==> config.mk <==
export PLATFORM = sky130hd
export DESIGN_NAME = stack_ptr_unit
export DESIGN_NICKNAME = d
export VERILOG_FILES = /design/src/rtl/sp_pkg.sv /design/src/rtl/sp_step_calc.sv /design/src/rtl/sp_sw_port.sv /design/src/rtl/stack_ptr_unit.sv
export SDC_FILE = /design/constraint.sdc
export NUM_CORES = 1
export LEC_CHECK = 0
export ABC_AREA = 1
export CORE_ASPECT_RATIO = 1.25
export CORE_UTILIZATION = 53
export CTS_BUF_LIST = sky130_fd_sc_hd__clkbuf_8
export CTS_CLUSTER_SIZE = 24
export DETAILED_ROUTE_END_ITERATION = 10
export PLACE_DENSITY = 0.84
export SLEW_MARGIN = 15
export SYNTH_ARGS = -nofsm -noshare
export SYNTH_HDL_FRONTEND = slang
export SYNTH_SLANG_ARGS = --single-unit
==> constraint.sdc <==
create_clock -name clk -period 7.9 [get_ports clk]
set_clock_uncertainty 0.2 [all_clocks]
set_input_delay 1.58 -clock clk [delete_from_list [all_inputs] [get_ports clk]]
set_output_delay 1.58 -clock clk [all_outputs]
set_load 0.01 [all_outputs]
==> src/rtl/sp_pkg.sv <==
package sp_pkg;

  typedef enum logic [2:0] {
    SPC_IDLE = 3'd0,
    SPC_PUSH = 3'd1,
    SPC_POP  = 3'd2,
    SPC_CALL = 3'd3,
    SPC_RET  = 3'd4
  } sp_cmd_e;

  // any of the four commands that move the pointer
  function automatic logic is_stack_cmd(input logic [2:0] c);
    return (c == SPC_PUSH) || (c == SPC_POP) || (c == SPC_CALL) || (c == SPC_RET);
  endfunction

  // two-byte commands move a return address
  function automatic logic is_pair_cmd(input logic [2:0] c);
    return (c == SPC_CALL) || (c == SPC_RET);
  endfunction

  // commands that store move the pointer downward
  function automatic logic grows_down(input logic [2:0] c);
    return (c == SPC_PUSH) || (c == SPC_CALL);
  endfunction

  function automatic logic [1:0] step_bytes(input logic [2:0] c);
    return is_pair_cmd(c) ? 2'd2 : 2'd1;
  endfunction

endpackage

==> src/rtl/sp_step_calc.sv <==
module sp_step_calc
  import sp_pkg::*;
#(
  parameter int unsigned ADDR_W = 16,
  parameter int unsigned IO_TOP = 'h3F
) (
  input  logic              clk,
  input  logic              rst_n,
  input  logic [ADDR_W-1:0] sp,
  input  logic [2:0]        cmd,
  output logic [ADDR_W-1:0] next_sp,
  output logic [ADDR_W-1:0] acc_addr,
  output logic              acc_pair,
  output logic              cmd_live,
  output logic              floor_hit
);

  localparam logic [ADDR_W-1:0] FLOOR = ADDR_W'(IO_TOP);

  // result one bit wider so a wrap shows up as a carry or borrow
  function automatic logic [ADDR_W:0] moved(input logic [ADDR_W-1:0] p,
                                            input logic [2:0] c);
    logic [ADDR_W:0] ext;
    logic [ADDR_W:0] st;
    ext = {1'b0, p};
    st  = (ADDR_W+1)'(step_bytes(c));
    return grows_down(c) ? (ext - st) : (ext + st);
  endfunction

  // push stores at the pointer, a call's lower byte sits one below,
  // pops and returns read from one above
  function automatic logic [ADDR_W-1:0] access_at(input logic [ADDR_W-1:0] p,
                                                  input logic [2:0] c);
    if (c == SPC_PUSH)      return p;
    else if (c == SPC_CALL) return p - ADDR_W'(1);
    else                    return p + ADDR_W'(1);
  endfunction

  logic [ADDR_W:0] sum;

  always_comb begin
    sum       = moved(sp, cmd);
    cmd_live  = is_stack_cmd(cmd);
    next_sp   = sum[ADDR_W-1:0];
    floor_hit = cmd_live && (sum[ADDR_W] || (sum[ADDR_W-1:0] <= FLOOR));
    acc_addr  = access_at(sp, cmd);
    acc_pair  = is_pair_cmd(cmd);
  end

  // a pop reads at the address the pointer lands on
  a_r3_pop_addr: assert property (@(posedge clk) disable iff (!rst_n)
    (cmd == SPC_POP && !floor_hit) |-> (acc_addr == next_sp));

  // a return reads its lower byte where the pointer was plus one
  a_r5_ret_addr: assert property (@(posedge clk) disable iff (!rst_n)
    (cmd == SPC_RET && !floor_hit) |-> (acc_addr == next_sp - ADDR_W'(1)));

endmodule

==> src/rtl/sp_sw_port.sv <==
module sp_sw_port #(
  parameter int unsigned ADDR_W = 16
) (
  input  logic              wr_lo,
  input  logic              wr_hi,
  input  logic [7:0]        wdata,
  input  logic [ADDR_W-1:0] sp,
  output logic              sw_we,
  output logic [ADDR_W-1:0] sw_value,
  output logic [7:0]        rd_lo,
  output logic [7:0]        rd_hi
);

  localparam int unsigned HI_W   = (ADDR_W > 8) ? ADDR_W - 8 : 1;
  localparam bit          HAS_HI = (ADDR_W > 8);

  assign rd_lo = sp[7:0];

  generate
    if (HAS_HI) begin : g_two_bytes
      assign sw_we = wr_lo | wr_hi;
      always_comb begin
        sw_value = sp;
        if (wr_lo) sw_value[7:0]        = wdata;
        if (wr_hi) sw_value[ADDR_W-1:8] = wdata[HI_W-1:0];
      end
      assign rd_hi = 8'(sp[ADDR_W-1:8]);
    end else begin : g_low_only
      // without a high register its write strobe does nothing
      logic unused_hi;
      assign unused_hi = wr_hi;
      assign sw_we     = wr_lo;
      assign sw_value  = wdata[ADDR_W-1:0];
      assign rd_hi     = 8'h00;
    end
  endgenerate

endmodule

==> src/rtl/stack_ptr_unit.sv <==
module stack_ptr_unit
  import sp_pkg::*;
#(
  parameter int unsigned ADDR_W    = 16,
  parameter int unsigned SRAM_LAST = 'h08FF,
  parameter int unsigned IO_TOP    = 'h3F
) (
  input  logic              clk,
  input  logic              rst_n,
  input  logic [2:0]        cmd,
  input  logic              sw_wr_lo,
  input  logic              sw_wr_hi,
  input  logic [7:0]        sw_wdata,
  output logic [7:0]        sp_lo,
  output logic [7:0]        sp_hi,
  output logic [ADDR_W-1:0] sp_q,
  output logic              mem_en,
  output logic [ADDR_W-1:0] mem_addr,
  output logic              mem_pair,
  output logic              bound_err
);

  localparam logic [ADDR_W-1:0] RESET_SP = ADDR_W'(SRAM_LAST);

  logic [ADDR_W-1:0] next_sp;
  logic [ADDR_W-1:0] acc_addr;
  logic              acc_pair;
  logic              cmd_live;
  logic              floor_hit;
  logic              sw_we;
  logic [ADDR_W-1:0] sw_value;

  // named events for the assertions
  logic step_ok;
  logic step_refused;

  sp_step_calc #(.ADDR_W(ADDR_W), .IO_TOP(IO_TOP)) u_calc (
    .clk      (clk),
    .rst_n    (rst_n),
    .sp       (sp_q),
    .cmd      (cmd),
    .next_sp  (next_sp),
    .acc_addr (acc_addr),
    .acc_pair (acc_pair),
    .cmd_live (cmd_live),
    .floor_hit(floor_hit)
  );

  sp_sw_port #(.ADDR_W(ADDR_W)) u_sw (
    .wr_lo   (sw_wr_lo),
    .wr_hi   (sw_wr_hi),
    .wdata   (sw_wdata),
    .sp      (sp_q),
    .sw_we   (sw_we),
    .sw_value(sw_value),
    .rd_lo   (sp_lo),
    .rd_hi   (sp_hi)
  );

  assign step_ok      = cmd_live && !floor_hit && !sw_we;
  assign step_refused = cmd_live &&  floor_hit && !sw_we;

  assign mem_en   = step_ok;
  assign mem_addr = acc_addr;
  assign mem_pair = step_ok && acc_pair;

  always_ff @(posedge clk) begin
    if (!rst_n) begin
      sp_q      <= RESET_SP;
      bound_err <= 1'b0;
    end else begin
      bound_err <= step_refused;
      if (sw_we)        sp_q <= sw_value;
      else if (step_ok) sp_q <= next_sp;
    end
  end

  // first cycle out of reset shows the top of SRAM
  a_r1_reset_top: assert property (@(posedge clk) disable iff (!rst_n)
    $rose(rst_n) |-> (sp_q == RESET_SP && !bound_err));

  // a push lowers the pointer by one
  a_r2_push_step: assert property (@(posedge clk) disable iff (!rst_n)
    (mem_en && cmd == SPC_PUSH) |=> (sp_q == $past(sp_q) - ADDR_W'(1)));

  // a call lowers the pointer by two
  a_r4_call_step: assert property (@(posedge clk) disable iff (!rst_n)
    (mem_en && cmd == SPC_CALL) |=> (sp_q == $past(sp_q) - ADDR_W'(2)));

  // idle codes leave the pointer alone
  a_r6_idle_hold: assert property (@(posedge clk) disable iff (!rst_n)
    (!cmd_live && !sw_wr_lo && !sw_wr_hi) |=> $stable(sp_q));

  // a refused command holds the pointer and pulses the error
  a_r7_refuse: assert property (@(posedge clk) disable iff (!rst_n)
    (cmd_live && floor_hit && !sw_wr_lo && !sw_wr_hi) |=> ($stable(sp_q) && bound_err));

  // no error without a refused command just before
  a_r7_err_cause: assert property (@(posedge clk) disable iff (!rst_n)
    (!cmd_live || !floor_hit || sw_wr_lo || sw_wr_hi) |=> !bound_err);

  // low-byte write keeps the high byte
  a_r8_lo_write: assert property (@(posedge clk) disable iff (!rst_n)
    (sw_wr_lo && !sw_wr_hi) |=> (sp_lo == $past(sw_wdata) && $stable(sp_hi)));

  // software access silences the stack port
  a_r10_sw_wins: assert property (@(posedge clk) disable iff (!rst_n)
    (sw_wr_lo || sw_wr_hi) |-> (!mem_en && !mem_pair));

endmodule

# After elaboration in Yosys (flattened, before gate mapping)

Cells that the tools add are included.

Flip-flop bits (word level): 17
Output and inout port bits: 51
Bits of input ports: 15
Word-level logic and storage cells: 40

Bitwise logic cells: 1
Add/sub/neg operators: 4
Equal/unequal tests: 6
Reductions and logical operators: 17
Order comparisons: 1
Multiplexer cells: 8

Operator list:

| operator                                                                          | count |
|---|---|
| 16-bit two-way mux                                                                | 4 |
| 16-bit by 2-bit adder with 17-bit output                                          | 1 |
| 17-bit two-way mux                                                                | 1 |
| 16-bit by 2-bit subtractor with 17-bit output                                     | 1 |
| 16-bit by 1-bit adder with 16-bit output, second input constant                   | 1 |
| 16-bit by 6-bit less-or-equal comparator with 1-bit output, second input constant | 1 |
| 8-bit two-way mux                                                                 | 2 |
| 16-bit by 1-bit subtractor with 16-bit output, second input constant              | 1 |
| 3-bit by 2-bit equality test with 1-bit output, second input constant             | 2 |
| 1-bit logical AND                                                                 | 6 |
| 1-bit logical OR                                                                  | 6 |
| 2-bit inequality test, second input constant                                      | 2 |
| 2-bit AND reduction                                                               | 2 |
| 3-bit by 1-bit equality test with 1-bit output, second input constant             | 1 |
| 3-bit equality test, second input constant                                        | 1 |
| 1-bit logical NOT                                                                 | 2 |
| 2-bit two-way mux                                                                 | 1 |
| 2-bit nonzero test                                                                | 1 |
| 1-bit OR                                                                          | 1 |

# Logic depth before layout (Yosys ltp)

Depth in word-level cells: 13
Depth in mapped cells: 26

# By module

Synthesis repeated with hierarchy kept, for this count alone.

Cell total of the unflattened synthesis: 609
Area, all modules: 3276.9 um^2

By module, submodules not included:

| module         | area each (um^2) | times used | seq. area each (um^2) | cells an instance |
|---|---|---|---|---|
| sp_step_calc   | 2062.0           | 1          | 0.0                   | 396 |
| stack_ptr_unit | 880.8            | 1          | 340.3                 | 144 |
| sp_sw_port     | 334.1            | 1          | 0.0                   | 69 |

# Worst setup path before layout

OpenSTA, ideal clock, no wires.

Kind: input port to output port
Start: input cmd[0]
End: output mem_pair
Path slack: 0.957 ns
Path buffers: 1
Stages: 21
Arrival time: 5.163 ns
Data required time: 6.120 ns
Cell sequence: inv_1 -> nor2_1 -> inv_1 -> nor2_1 -> or2_2 -> inv_1 -> ha_1 -> fa_1 -> inv_1 -> nand3_1 -> nand3_1 -> nand2_1 -> nand2_1 -> nand2_1 -> nand2_1 -> xor2_1 -> nor2_2 -> nand2_2 -> nand3_4 -> buf_2 -> nor2_1

Word-level cells in the longest chain between the ends: 12

Ends and longest elaborated chain:

| what                                                                                                             | RTL line                                 | source |
|---|---|---|
| from (decl)                                                                                                      | stack_ptr_unit.sv:10                     | `input logic [2:0] cmd,` |
| 3-bit by 2-bit equality test with 1-bit output / 3-bit equality test (equally long branches)                     | sp_pkg.sv:13, sp_pkg.sv:18, sp_pkg.sv:23 |  |
| 1-bit logical OR                                                                                                 | sp_pkg.sv:18                             | `return (c == SPC_CALL) \|\| (c == SPC_RET);` |
| 2-bit two-way mux                                                                                                | sp_pkg.sv:27                             | `return is_pair_cmd(c) ? 2'd2 : 2'd1;` |
| 16-bit by 2-bit adder with 17-bit output / 16-bit by 2-bit subtractor with 17-bit output (equally long branches) | sp_step_calc.sv:27                       | `return grows_down(c) ? (ext - st) : (ext + st);` |
| 17-bit two-way mux                                                                                               | sp_step_calc.sv:27                       |  |
| 16-bit by 6-bit less-or-equal comparator with 1-bit output                                                       | sp_step_calc.sv:45                       | `floor_hit = cmd_live && (sum[ADDR_W] \|\| (sum[ADDR_W-1:0] <= FLOOR));` |
| 1-bit logical OR                                                                                                 | sp_step_calc.sv:45                       |  |
| 1-bit logical AND                                                                                                | sp_step_calc.sv:45                       |  |
| 1-bit logical NOT                                                                                                | stack_ptr_unit.sv:60                     | `assign step_ok = cmd_live && !floor_hit && !sw_we;` |
| 1-bit logical AND (2 in a row)                                                                                   | stack_ptr_unit.sv:60                     |  |
| 1-bit logical AND *                                                                                              | stack_ptr_unit.sv:65                     | `assign mem_pair = step_ok && acc_pair;` |
| to (decl)                                                                                                        | stack_ptr_unit.sv:19                     | `output logic mem_pair,` |

Mark *: on every way between the ends. The rest lies on a longest branch, timed or not.

# Worst setup path after layout

Ends and elaborated chain as after synthesis.

==> results.sh <==
export IMPL_detail_route_antenna_nets=0
export IMPL_cts_repair_resized=0
export IMPL_setup_viol=0
export IMPL_die_w_um=67.6
export IMPL_postSynthNetCount=547
export IMPL_htreeDepth=1
export IMPL_io_pins=66
export IMPL_gr_total_overflow=0
export IMPL_dp_final_hpwl_mm=6.50
export IMPL_timing_setup_critical_path_class="input pin to output pin"
export IMPL_holdBufCountCts=0
export IMPL_ys_warn_count=0
export IMPL_netlist_cell_type_count=36
export IMPL_area_delta_synth_final_pct=21.9
export IMPL_yosysSeqAreaShare=0.119
export IMPL_grt_antenna_before_repair=0
export IMPL_setup_ws_ns=0.814
export IMPL_clk_pin_slew_ns=0.06
export IMPL_crit_required_ns=6.12
export IMPL_arrival_ns=5.31
export IMPL_status="completed"
export IMPL_max_freq_mhz=141
export IMPL_cts_root_buf="clkbuf_8"
export IMPL_peakVddDrop_mv=0.0632
export IMPL_gp_congestion=0.954
export IMPL_period_share=0.897
export IMPL_grt_max_degree=28
export IMPL_drt_initial_drc_count=217
export IMPL_firstDrtPassIters=4
export IMPL_rsz0062_at_grt="no"
export IMPL_slew_headroom=0.590
export IMPL_drt_total_wl_mm=7.69
export IMPL_clockPowerShare=0.131
export IMPL_core_area_mm2=0.00512
export IMPL_finalNonFillerCells=608
export IMPL_max_cap_viol_count=0
export IMPL_grt_usage=0.294
export IMPL_drive_above_1_share=0.0366
export IMPL_syn_area_mm2=0.00285
export IMPL_fp_dieH_um=84.0
export IMPL_post_cts_buffers=0
export IMPL_p_leak_nw=1.86
export IMPL_cts_tree="yes"
export IMPL_grt_pass1_vias=2971
export IMPL_endpoint_kind="output pin"
export IMPL_avgSynthCellArea_um2=5.71
export IMPL_power_per_cell_area_mw_per_mm2=134
export IMPL_p_sw_w=0.000201
export IMPL_preCtsSetupSlack_ns=0.825
export IMPL_fin_crit_ns=7.09
export IMPL_vias=3208
export IMPL_via_per_inst=5.28
export IMPL_port_buffers=65
export IMPL_ys_ff_latch=17
export IMPL_drv_slew=0
export IMPL_fin_tns_setup_ns=0
export IMPL_fin_area_mm2=0.00347
export IMPL_drc=0
export IMPL_combPwrFrac=0.636
export IMPL_worst_pin_slew_ns=0.614
export IMPL_dp_cells=604
export IMPL_cts_buffers=3
export IMPL_crit_fanout=18
export IMPL_nets=595
export IMPL_cts_sinks=17
export IMPL_switching_share=0.432
export IMPL_start_util=0.557
export IMPL_finalHoldViolCount=0
export IMPL_diodes=0
export IMPL_hold_path_class="flip-flop to flip-flop"
export IMPL_grt_pass1_wl_mm=13.0
export IMPL_p_seq_frac=0.233
export IMPL_fp_row_count=29
export IMPL_die_area_mm2=0.00567
export IMPL_wire_per_inst_um=12.6
export IMPL_p_int_w=0.000264
export IMPL_dpl_cell_area_mm2=0.00343
export IMPL_clkLatencyLatePin_ns=0.25
export IMPL_ctsLongestPathBuffers=2
export IMPL_start_kind="input pin"
export IMPL_syn_inst=499
==> cells in the mapped netlist (all sizes together) <==
cell	instances	area share
nand2	180	0.24
inv	66	0.087
nand3	40	0.075
nor2	40	0.056
o21ai	33	0.058
ha	31	0.14
a21oi	23	0.042
buf	21	0.055
dfxtp	17	0.12
xnor2	11	0.034
xor2	7	0.022
clkbuf	4	0.0053
nor3	4	0.0088
a21o	3	0.0079
a211oi	2	0.0053
a31oi	2	0.0044
and2	2	0.0044
fa	2	0.014
nand4	2	0.0044
or2	2	0.0044
a221oi	1	0.0031
and3	1	0.0022
clkinv	1	0.0013
nand3b	1	0.0026
nor4	1	0.0022
o21bai	1	0.0026
o31ai	1	0.0026
==> critical path, stage by stage <==
cell	delay [ns]
clkdlybuf4s50_1	0.48
inv_1	0.04
nor2_1	0.10
buf_4	0.27
inv_1	0.11
nor2_1	0.13
or2_2	0.12
inv_1	0.07
ha_1	0.21
fa_1	0.42
inv_1	0.11
nand3_1	0.07
nand3_1	0.11
nand2_1	0.08
nand2_1	0.08
nand2_1	0.05
nand2_1	0.08
xor2_1	0.21
nor2_2	0.07
nand2_2	0.09
nand3_4	0.16
nor2_1	0.13
clkdlybuf4s50_1	0.55
==> placed cells by master (no fill, tap or decap), types with 11 or more instances in the layout <==
master and instances:
nand3_1 39, dfxtp_1 17, clkdlybuf4s50_1 65, inv_1 64, o21ai_0 33, a21oi_1 22, xnor2_1 11, nor2_1 36
nand2_1 178, ha_1 31
==> sequential cells by signal, indices dropped and copies added, names as in the netlist <==
register,count
sp_q,16
bound_err,1
==> metal layers <==
layer / routed length [µm] / vias up / global-route usage
li1: - / 1673 / -
met1: 3250 / 1429 / 0.353
met2: 3860 / 87 / 0.513
met3: 279 / 19 / 0.0150
met4: 294 / 0 / 0.135
met5: 0 / - / 0
==> path summary, 6_finish.rpt <==
| kind | start | endpoint | slack [ns] | cells after the start |
|---|---|---|---|---|
| max | cmd[0] | mem_pair | 0.81 | 23 |
| min | sp_q[0]$_SDFFE_PN1P_ | sp_q[0]$_SDFFE_PN1P_ | 0.35 | 2 |
| max reg2reg | sp_q[0]$_SDFFE_PN1P_ | sp_q[4]$_SDFFE_PN1P_ | 4.90 | 19 |
| min reg2reg | sp_q[0]$_SDFFE_PN1P_ | sp_q[0]$_SDFFE_PN1P_ | 0.35 | 2 |
==> through the flow <==
stage	hold slack [ns]	util	power (W)
after floorplan	0.356	-	0.000302
after global placement	0.345	0.670	0.000400
after detailed placement	0.347	0.670	0.000406
after CTS	0.359	0.679	0.000466
after global routing	0.381	0.679	0.000509
final	0.348	0.679	0.000465
==> power by group through the flow <==
stage / registers (W) / clock network, W / logic (W)
2_1_floorplan: 0.000109 / 0 / 0.000193
3_3_place_gp: 0.000110 / 0 / 0.000290
3_5_place_dp: 0.000110 / 0 / 0.000295
4_1_cts: 0.000108 / 0.0000616 / 0.000296
5_1_grt: 0.000110 / 0.0000662 / 0.000333
6_report: 0.000109 / 0.0000608 / 0.000296
==> cells by family after synthesis <==
group	Yosys count	share of synthesized area
adder cells (fa/ha/maj)	33	0.150
buffers and inverters	92	0.149
AND/OR/NAND/NOR	273	0.401
AO/OA/AOI/OAI	66	0.126
flip-flops	17	0.119
XOR/XNOR	18	0.0553
==> final cells by class <==
class	count	area, µm²
Clock buffer	3	41.3
Timing Repair Buffer	68	673
Clock inverter	1	3.75
Fill cell	484	1640
Multi-Input combinational cell	390	2080
Sequential cell	17	340
Inverter	67	251
Tap cell	62	77.6
Note: power is estimated with default switching activity, not from simulation.
